**src/rtl/spkr_pcm_pkg.sv**
```systemverilog
package spkr_pcm_pkg;

  localparam int SAMPLE_W   = 16;
  localparam int FULL_SCALE = 32767;
  // scaled full-scale levels, rounded to nearest
  localparam logic signed [SAMPLE_W-1:0] PEAK_MAG  = SAMPLE_W'((FULL_SCALE * 8 + 5) / 10);
  localparam logic signed [SAMPLE_W-1:0] LEVEL_MAG = SAMPLE_W'((FULL_SCALE * 5 + 5) / 10);

  typedef enum logic [1:0] {
    ST_IDLE  = 2'd0,
    ST_EDGE0 = 2'd1,
    ST_EDGE1 = 2'd2,
    ST_RUN   = 2'd3
  } genState_t;

  // strobes from control to datapath
  typedef struct packed {
    logic armFirst;
    logic startBurst;
    logic pushZero;
    logic pushPeak;
    logic pushLevel;
    logic flipPol;
    logic flushBlock;
  } genCtl_t;

  // status from datapath to control
  typedef struct packed {
    logic stampValid;
    logic runDone;
    logic idleExpired;
  } genStat_t;

endpackage

```
**src/rtl/spkr_sample_fifo.sv**
```systemverilog
module spkr_sample_fifo #(
  parameter int DATA_W = 16,
  parameter int DEPTH  = 16
) (
  input  logic              clk,
  input  logic              rstN,
  input  logic              pushValid,
  input  logic [DATA_W-1:0] pushData,
  output logic              full,
  output logic [DATA_W-1:0] headData,
  output logic              headValid,
  input  logic              headReady
);
  localparam int AW = (DEPTH > 1) ? $clog2(DEPTH) : 1;

  logic [DATA_W-1:0] mem [DEPTH];
  logic [AW-1:0]     wrPtr, rdPtr;
  logic [AW:0]       count;
  logic              wrEn, rdEn;

  assign full      = (count == (AW+1)'(DEPTH));
  assign headValid = (count != '0);
  assign headData  = mem[rdPtr];
  assign wrEn      = pushValid && !full;
  assign rdEn      = headValid && headReady;

  function automatic logic [AW-1:0] bump(input logic [AW-1:0] p);
    return (p == AW'(DEPTH - 1)) ? '0 : p + 1'b1;
  endfunction

  always_ff @(posedge clk or negedge rstN) begin
    if (!rstN) begin
      wrPtr <= '0;
      rdPtr <= '0;
      count <= '0;
    end else begin
      if (wrEn) wrPtr <= bump(wrPtr);
      if (rdEn) rdPtr <= bump(rdPtr);
      case ({wrEn, rdEn})
        2'b10:   count <= count + 1'b1;
        2'b01:   count <= count - 1'b1;
        default: count <= count;
      endcase
    end
  end

  always_ff @(posedge clk) begin
    if (wrEn) mem[wrPtr] <= pushData;
  end

endmodule

```
**src/rtl/spkr_gen_ctrl.sv**
```systemverilog
module spkr_gen_ctrl
  import spkr_pcm_pkg::*;
(
  input  logic     clk,
  input  logic     rstN,
  input  logic     toggleStrobe,
  input  genStat_t stat,
  output genCtl_t  ctl
);
  genState_t state, nextState;

  always_comb begin
    ctl       = '0;
    nextState = state;
    unique case (state)
      ST_IDLE: begin
        if (toggleStrobe) begin
          if (!stat.stampValid) begin
            ctl.armFirst = 1'b1;
          end else begin
            ctl.startBurst = 1'b1;
            nextState      = ST_EDGE0;
          end
        end else if (stat.idleExpired) begin
          ctl.flushBlock = 1'b1;
        end
      end
      ST_EDGE0: begin
        ctl.pushZero = 1'b1;
        nextState    = ST_EDGE1;
      end
      ST_EDGE1: begin
        ctl.pushPeak = 1'b1;
        nextState    = ST_RUN;
      end
      ST_RUN: begin
        if (stat.runDone) begin
          ctl.flipPol = 1'b1;
          nextState   = ST_IDLE;
        end else begin
          ctl.pushLevel = 1'b1;
        end
      end
      default: nextState = ST_IDLE;
    endcase
  end

  always_ff @(posedge clk or negedge rstN) begin
    if (!rstN) state <= ST_IDLE;
    else       state <= nextState;
  end

endmodule

```
**src/rtl/spkr_gen_datapath.sv**
```systemverilog
module spkr_gen_datapath
  import spkr_pcm_pkg::*;
#(
  parameter int CNT_W          = 32,
  parameter int CYC_PER_SAMPLE = 70,
  parameter int IDLE_LIMIT     = 1000,
  parameter int MAX_RUN        = 4095
) (
  input  logic                clk,
  input  logic                rstN,
  input  logic [CNT_W-1:0]    cycleCount,
  input  genCtl_t             ctl,
  input  logic                fifoFull,
  output genStat_t            stat,
  output logic                pushValid,
  output logic [SAMPLE_W-1:0] pushData,
  output logic                flushPulse,
  output logic                overflowFlag
);
  localparam int RUN_W = $clog2(MAX_RUN + 1);

  logic [CNT_W-1:0] lastStamp;
  logic [CNT_W-1:0] elapsed;
  logic [CNT_W-1:0] remaining;
  logic [RUN_W-1:0] runCnt;
  logic             stampValid;
  logic             polarity;
  logic             blockHasData;

  // modulo-2^CNT_W interval since the stored stamp
  assign elapsed = cycleCount - lastStamp;

  assign stat.stampValid  = stampValid;
  assign stat.runDone     = (remaining < CNT_W'(CYC_PER_SAMPLE)) ||
                            (runCnt == RUN_W'(MAX_RUN));
  assign stat.idleExpired = stampValid && blockHasData &&
                            (elapsed > CNT_W'(IDLE_LIMIT));

  assign pushValid = ctl.pushZero | ctl.pushPeak | ctl.pushLevel;

  always_comb begin
    pushData = '0;
    if (ctl.pushPeak)  pushData = polarity ? PEAK_MAG  : -PEAK_MAG;
    if (ctl.pushLevel) pushData = polarity ? LEVEL_MAG : -LEVEL_MAG;
  end

  // interval bookkeeping; run length found by repeated subtraction
  always_ff @(posedge clk or negedge rstN) begin
    if (!rstN) begin
      lastStamp <= '0;
      remaining <= '0;
      runCnt    <= '0;
    end else if (ctl.armFirst) begin
      lastStamp <= cycleCount;
    end else if (ctl.startBurst) begin
      lastStamp <= cycleCount;
      remaining <= elapsed;
      runCnt    <= '0;
    end else if (ctl.pushLevel) begin
      remaining <= remaining - CNT_W'(CYC_PER_SAMPLE);
      runCnt    <= runCnt + 1'b1;
    end
  end

  always_ff @(posedge clk or negedge rstN) begin
    if (!rstN) begin
      stampValid   <= 1'b0;
      polarity     <= 1'b0;
      blockHasData <= 1'b0;
    end else if (ctl.flushBlock) begin
      stampValid   <= 1'b0;
      polarity     <= 1'b0;
      blockHasData <= 1'b0;
    end else begin
      if (ctl.armFirst) stampValid <= 1'b1;
      if (ctl.armFirst || ctl.flipPol) polarity <= ~polarity;
      if (pushValid) blockHasData <= 1'b1;
    end
  end

  always_ff @(posedge clk or negedge rstN) begin
    if (!rstN) begin
      flushPulse   <= 1'b0;
      overflowFlag <= 1'b0;
    end else begin
      flushPulse <= ctl.flushBlock;
      if (pushValid && fifoFull) overflowFlag <= 1'b1;
    end
  end

endmodule

```
**src/rtl/spkr_pcm_gen.sv**
```systemverilog
module spkr_pcm_gen
  import spkr_pcm_pkg::*;
#(
  parameter int CNT_W          = 32,
  parameter int CYC_PER_SAMPLE = 70,
  parameter int IDLE_LIMIT     = 1000,
  parameter int MAX_RUN        = 4095,
  parameter int FIFO_DEPTH     = 16
) (
  input  logic             clk,
  input  logic             rstN,
  input  logic [CNT_W-1:0] cycleCount,
  input  logic             toggleStrobe,
  output logic [15:0]      sampleData,
  output logic             sampleValid,
  input  logic             sampleReady,
  output logic             flushPulse,
  output logic             overflowFlag
);
  genCtl_t             ctl;
  genStat_t            stat;
  logic                pushValid;
  logic [SAMPLE_W-1:0] pushData;
  logic                fifoFull;

  spkr_gen_ctrl i_ctrl (
    .clk          (clk),
    .rstN         (rstN),
    .toggleStrobe (toggleStrobe),
    .stat         (stat),
    .ctl          (ctl)
  );

  spkr_gen_datapath #(
    .CNT_W          (CNT_W),
    .CYC_PER_SAMPLE (CYC_PER_SAMPLE),
    .IDLE_LIMIT     (IDLE_LIMIT),
    .MAX_RUN        (MAX_RUN)
  ) i_datapath (
    .clk          (clk),
    .rstN         (rstN),
    .cycleCount   (cycleCount),
    .ctl          (ctl),
    .fifoFull     (fifoFull),
    .stat         (stat),
    .pushValid    (pushValid),
    .pushData     (pushData),
    .flushPulse   (flushPulse),
    .overflowFlag (overflowFlag)
  );

  spkr_sample_fifo #(
    .DATA_W (SAMPLE_W),
    .DEPTH  (FIFO_DEPTH)
  ) i_fifo (
    .clk       (clk),
    .rstN      (rstN),
    .pushValid (pushValid),
    .pushData  (pushData),
    .full      (fifoFull),
    .headData  (sampleData),
    .headValid (sampleValid),
    .headReady (sampleReady)
  );

endmodule

```
**config.mk**
```make
export PLATFORM = sky130hd
export DESIGN_NAME = spkr_pcm_gen
export DESIGN_NICKNAME = d
export VERILOG_FILES = /design/src/rtl/spkr_pcm_pkg.sv /design/src/rtl/spkr_sample_fifo.sv /design/src/rtl/spkr_gen_ctrl.sv /design/src/rtl/spkr_gen_datapath.sv /design/src/rtl/spkr_pcm_gen.sv
export SDC_FILE = /design/constraint.sdc
export NUM_CORES = 1
export LEC_CHECK = 0
export ABC_AREA = 0
export BUFFER_PORTS_ARGS = -buffer_cell sky130_fd_sc_hd__buf_4
export CAP_MARGIN = 20
export CORE_ASPECT_RATIO = 1.4
export CORE_MARGIN = 2
export CORE_UTILIZATION = 65
export CTS_CLUSTER_SIZE = 20
export DETAILED_ROUTE_END_ITERATION = 8
export PLACE_DENSITY_LB_ADDON = 0.1
export SYNTH_ARGS = -nofsm -noshare
export SYNTH_HDL_FRONTEND = slang
export SYNTH_SLANG_ARGS = --single-unit
```
**constraint.sdc**
```tcl
create_clock -name clk -period 7.9 [get_ports clk]
set_input_delay 0 -clock clk [delete_from_list [all_inputs] [get_ports clk]]
set_output_delay 0 -clock clk [all_outputs]
set_load 0.01 [all_outputs]
```
* Yosys cells after proc, flatten, opt, wreduce, memory -nomap -nowiden
Memory sizes are Yosys's and may differ from the RTL's. Cells that the tools add are included.
Cells by class: reduce and logical (&&, ||, !) cells 18, multiplexer cells 37, bitwise operators 4, $lt $le $gt $ge 2, equal/unequal tests 12, $add $sub $neg 7
Operators by type and width (number):
- $mux 32 | 4
- $mux 16 | 4
- $gt 32x10->1 const B | 1
- $lt 32x7->1 const B | 1
- $sub 32x32->32 | 1
- $sub 32x7->32 const B | 1
- $mux 12 | 2
- $mux 1 | 17
- $add 12x1->12 const B | 1
- $eq 12x12->1 const B | 1
- $mux 2 | 6
- $reduce_bool 2->1 | 6
- $pmux 5 s2 | 1
- $add 4x1->4 const B | 2
- $eq 4x4->1 const B | 2
- $mux 4 | 2
- $pmux 2 s4 | 1
- $eq 2x2->1 const B | 3
- $add 5x1->5 const B | 1
- $eq 5x5->1 const B | 1
- $logic_and 1x1->1 | 5
- $reduce_bool 5->1 | 1
- $sub 5x1->5 const B | 1
- $eq 2x1->1 const B | 2
- other kinds (9) | 13
Word-level totals: register bits after elaboration 96, output and inout bits 19, memories kept 1, memory bits (writable) 256, input bits 36, word-level logic and storage cells 93
Memories:
- i_fifo.mem | depth 16, width 16, read ports 1, clocked after memory_dff 0, write ports 1, RTL line spkr_sample_fifo.sv:16 | logic [DATA_W-1:0] mem [DEPTH];

* Logic depth before layout (Yosys ltp)
depth in word-level cells 8, mapped depth 17, mapped depth without buffers 16

* Hierarchy
From an unflattened synthesis, not the netlist that was laid out.
Unflattened totals: cell total of the unflattened synthesis 1298, area, all modules 17095.1 um^2
By module, submodules not included:
- spkr_sample_fifo | area an instance 10852.9 um^2, times used 1, cells an instance 564, sequential area each 8012.7 um^2
- spkr_gen_datapath | area an instance 6030.8 um^2, times used 1, cells an instance 714, sequential area each 2001.9 um^2
- spkr_gen_ctrl | area an instance 211.5 um^2, times used 1, cells an instance 20, sequential area each 50.0 um^2

* Worst setup path before layout
Ideal clock, no wire load.
path kind reg-to-reg, start point register i_datapath.remaining[8], end point register i_fifo.count[4], buffers on the path 1, data required time 7.777 ns, slack 4.331 ns, clock period less this slack 3.569 ns, data arrival time 3.447 ns, setup time 0.123 ns, stages on the path, launching flop included 18, cells stage by stage dfrtp_1 > or3_4 > nand4b_4 > or4_4 > o211a_1 > buf_6 > nor2_1 > a21oi_1 > inv_1 > ha_1 > inv_1 > fa_1 > inv_1 > a21o_1 > a21oi_1 > xnor2_1 > nor2_1 > xnor2_1
On the way: cells in the longest elaborated chain, start to end 8, elaborated cells on any way between the ends 10, those cells by class order compare (1); eq/ne (2); mux (3); bitwise (1); reduce/logical (3)
RTL lines:
- start, declared | RTL line spkr_gen_datapath.sv:24 | logic [CNT_W-1:0] remaining;
- start signal, assigned | RTL line spkr_gen_datapath.sv:57 | remaining <= elapsed;
- start signal, assigned | RTL line spkr_gen_datapath.sv:60 | remaining <= remaining - CNT_W'(CYC_PER_SAMPLE);
- $lt 32x7->1 * | RTL line spkr_gen_datapath.sv:34 | assign stat.runDone = (remaining < CNT_W'(CYC_PER_SAMPLE)) ||
- $logic_or 1x1->1 * | RTL line spkr_gen_datapath.sv:34
- $mux 1 * | RTL line spkr_gen_ctrl.sv:37 | if (stat.runDone) begin
- $mux 2 * | RTL line spkr_gen_ctrl.sv:15 | unique case (state)
- $or 1x1->1 * | RTL line spkr_gen_datapath.sv:39 | assign pushValid = ctl.pushZero | ctl.pushPeak | ctl.pushLevel;
- $logic_and 1x1->1 * | RTL line spkr_sample_fifo.sv:24 | assign wrEn = pushValid && !full;
- $eq 2x1->1 or $eq 2x2->1 (tied branches) | RTL line spkr_sample_fifo.sv:39 | case ({wrEn, rdEn})
- $pmux 5 s2 or $reduce_bool 2->1 (tied branches)
- end signal, assigned | RTL line spkr_sample_fifo.sv:40 | 2'b10: count <= count + 1'b1;
- end signal, assigned | RTL line spkr_sample_fifo.sv:41 | 2'b01: count <= count - 1'b1;
- end signal, assigned | RTL line spkr_sample_fifo.sv:42 | default: count <= count;
- end, declared | RTL line spkr_sample_fifo.sv:18 | logic [AW:0] count;
Mark *: on every way between the ends. The rest lies on a longest branch, timed or not. A chain may end at the register's enable or synchronous reset.

* Worst setup path after layout
Same ends and word-level chain as after synthesis.

==> impl_metrics.env <==
export IMPL_outcome="complete, no violations"
export IMPL_fp_dieW_um=109
export IMPL_core_area_mm2=0.0151
export IMPL_drv_slew=0
export IMPL_gp_congestion=0.916
export IMPL_cts_hold_buf=34
export IMPL_clk_latency_ns=0.43
export IMPL_grt_pass1_wl_um=36900
export IMPL_clkSinkCount=175
export IMPL_wl_met1_um=8290
export IMPL_routed_wl_um=22300
export IMPL_die_area_mm2=0.0164
export IMPL_area_growth_pct=13.5
export IMPL_wl_met3_um=596
export IMPL_port_buffer_count=53
export IMPL_worst_slew_pin_slew_ns=1.05
export IMPL_required_ns=8.22
export IMPL_power_density_mw_per_mm2=410
export IMPL_grt_pass1_vias=7693
export IMPL_route_met2_wl_um=12600
export IMPL_synth_cell_area_mm2=0.0100
export IMPL_finalPower_mw=4.66
export IMPL_p_leak_nw=4.60
export IMPL_fmax_mhz=257
export IMPL_vias=7457
export IMPL_cts_resized_gates=0
export IMPL_min_path_type="input port to asynchronous set/reset pin"
export IMPL_synth_avg_cell_area_um2=10.3
export IMPL_synth_ff_type="dfrtp_1"
export IMPL_synth_seq_cells=175
export IMPL_finalNetCount=1114
export IMPL_ant_nets=0
export IMPL_drive_gt1_share_pct=12.4
export IMPL_final_setup_tns_ns=0
export IMPL_ys_warn_count=0
export IMPL_p_clk_share_pct=17.4
export IMPL_grt_start_max_net_pins=64
export IMPL_yosysSeqAreaShare_pct=47.8
export IMPL_postCtsSetupBuffers=0
export IMPL_cp_arrival_ns=4.22
export IMPL_rsz0062_at_grt="false"
export IMPL_combPwrFrac_pct=50.1
export IMPL_diodes=0
export IMPL_clkTransAtPathRegs_ns=0.07
export IMPL_switching_share_pct=42.0
export IMPL_h_tree_depth=4
export IMPL_top_layer="met4"
export IMPL_via_per_inst=6.04
export IMPL_cts_buffers=17
export IMPL_fin_worst_skew_ns=0.0173
export IMPL_finalHoldViolations=0
export IMPL_first_iter_violations=334
export IMPL_p_seq_share_pct=32.5
export IMPL_internal_power_mw=2.70
export IMPL_fin_crit_ns=3.90
export IMPL_synth_async_sr_flop_share_pct=54.3
export IMPL_slew_headroom_pct=29.9
export IMPL_r2r_cells=16
export IMPL_grt_total_usage_pct=29.4
export IMPL_cap_violations=0
export IMPL_rows=53
export IMPL_wire_per_inst_um=18.1
export IMPL_crit_path_max_fanout=10
export IMPL_start_util_pct=66.5
export IMPL_p_sw_mw=1.96
export IMPL_vdd_drop_max_mv=0.281
export IMPL_setup_viol=0
export IMPL_hpwlAfterDp_um=15900
export IMPL_globalRouteOverflowTotal=0
export IMPL_dr_pass1_iters=5
export IMPL_io_pins=55
export IMPL_cp_start_kind="flip-flop"
export IMPL_synth_nets=1053
export IMPL_synth_cells=969
export IMPL_min_period_over_period_pct=49.3
export IMPL_antenna_found_initial=0
export IMPL_tritoncts="done"
export IMPL_clock_tree_root_cell="clkbuf_16"
export IMPL_path_class="flip-flop to flip-flop"
export IMPL_die_y_um=151
export IMPL_synth_edf_count=80
export IMPL_clockBufferDepth=2
export IMPL_ys_types=69
export IMPL_worstSetupEndpointType="flip-flop"
export IMPL_drc=0
[per-stage QoR]
step	util [%]	worst slack (ns)	instances	hold slack, ns	cell area, µm²
after global routing	75.5	3.69	1235	0.106	11400
after detailed placement	69.3	4.02	1168	-0.0244	10400
final	75.5	4.00	1235	0.0525	11400
after CTS	75.4	4.01	1234	0.0619	11300
after floorplan	-	4.33	969	-0.296	10000
after global placement	69.3	4.11	1168	-0.0258	10400
[power by group through the flow]
stage	clock, mW	combinational (mW)	sequential, mW
after floorplan	0	1.81	1.44
after global placement	0	2.24	1.51
after detailed placement	0	2.29	1.53
after CTS	0.819	2.33	1.51
after global routing	0.856	2.62	1.55
final	0.809	2.34	1.51
[cells in the mapped netlist (22+ instances only)]
cell,count,area [µm²]
nor2_1,60,225
o21ai_0,97,485
a21oi_1,51,255
dfrtp_1,95,2380
ha_1,46,576
xor2_1,35,307
inv_1,47,176
xnor2_1,29,254
mux4_2,25,563
edfxtp_1,80,2400
clkbuf_1,32,120
nand3_1,22,110
nand2_1,117,439
[worst paths after layout]
path                                                     start                              endpoint  slack, ns
max                        i_datapath.remaining[8]$_DFFE_PN0P_           i_fifo.count[4]$_DFFE_PN0P_       4.00
max in group asynchronous                                 rstN  i_datapath.lastStamp[29]$_DFFE_PN0P_       6.68
min in group clk                                   sampleReady           i_fifo.rdPtr[2]$_DFFE_PN0P_       0.10
min reg2reg                i_datapath.lastStamp[0]$_DFFE_PN0P_   i_datapath.lastStamp[0]$_DFFE_PN0P_       0.52
min                                                       rstN           i_fifo.rdPtr[2]$_DFFE_PN0P_       0.05
max reg2reg                i_datapath.remaining[8]$_DFFE_PN0P_           i_fifo.count[4]$_DFFE_PN0P_       4.00
[final cells by class]
type | instances | area (µm²)
Multi-Input combinational cell | 695 | 4790
Sequential cell | 175 | 4780
Fill cell | 1027 | 3690
Timing Repair Buffer | 94 | 795
Clock buffer | 18 | 429
Tap cell | 192 | 240
Inverter | 47 | 176
Clock inverter | 14 | 145
[routing by layer]
metal / global-route usage (%) / vias up
met4: 13.1 / 0
met3: 3.87 / 58
met5: 0 / -
met2: 56.6 / 175
li1: - / 3623
met1: 31.2 / 3601
[worst max-delay path, cell delays in order (launching register included)]
cell	delay, ns
dfrtp_1	0.40
or3_4	0.42
nand4b_4	0.22
or4_4	0.52
o211a_1	0.37
nor2_1	0.17
a21oi_1	0.14
inv_1	0.21
ha_1	0.24
inv_1	0.10
fa_1	0.40
inv_1	0.07
a21o_1	0.11
a21oi_1	0.07
xnor2_1	0.14
nor2_1	0.07
xnor2_1	0.13
[kinds of logic after synthesis]
| logic type | synth area share (%) |
|---|---|
| AOI/OAI and AO/OA | 13.4 |
| xor gates and xnor gates | 5.60 |
| adders and majority gates | 6.15 |
| buffers and inverters | 4.36 |
| DFF | 47.7 |
| muxes | 6.77 |
| other | 0.0375 |
| and+or+nand+nor | 15.9 |
[placed cells by master (no fill, tap or decap), drive strengths merged, types with 7 or more instances in the layout]
master and instances:
nor2 60, nand2 118, inv 54, ha 46, or3 11, xnor2 29
and2 14, edfxtp 80, a31oi 7, buf 60, dlygate4sd3 34, o21a 7
or4 7, and3 12, mux2i 7, clkbuf 18, a21oi 52, mux4 25
o21ai 99, dfrtp 95, nor3 20, nor4 10, nand3 22, a21o 13
nand4 14, a211oi 7, nand2b 9, xor2 35
[sequential cells by signal, indices dropped and copies added, names as in the netlist, 2 cells and up]
signal	count
i_datapath.runCnt	12
i_ctrl.state	2
i_datapath.remaining	31
i_fifo.rdPtr	4
i_datapath.lastStamp	32
i_fifo.count	5
i_fifo.mem	80
i_fifo.wrPtr	4
(Power assumes the default switching activity.)
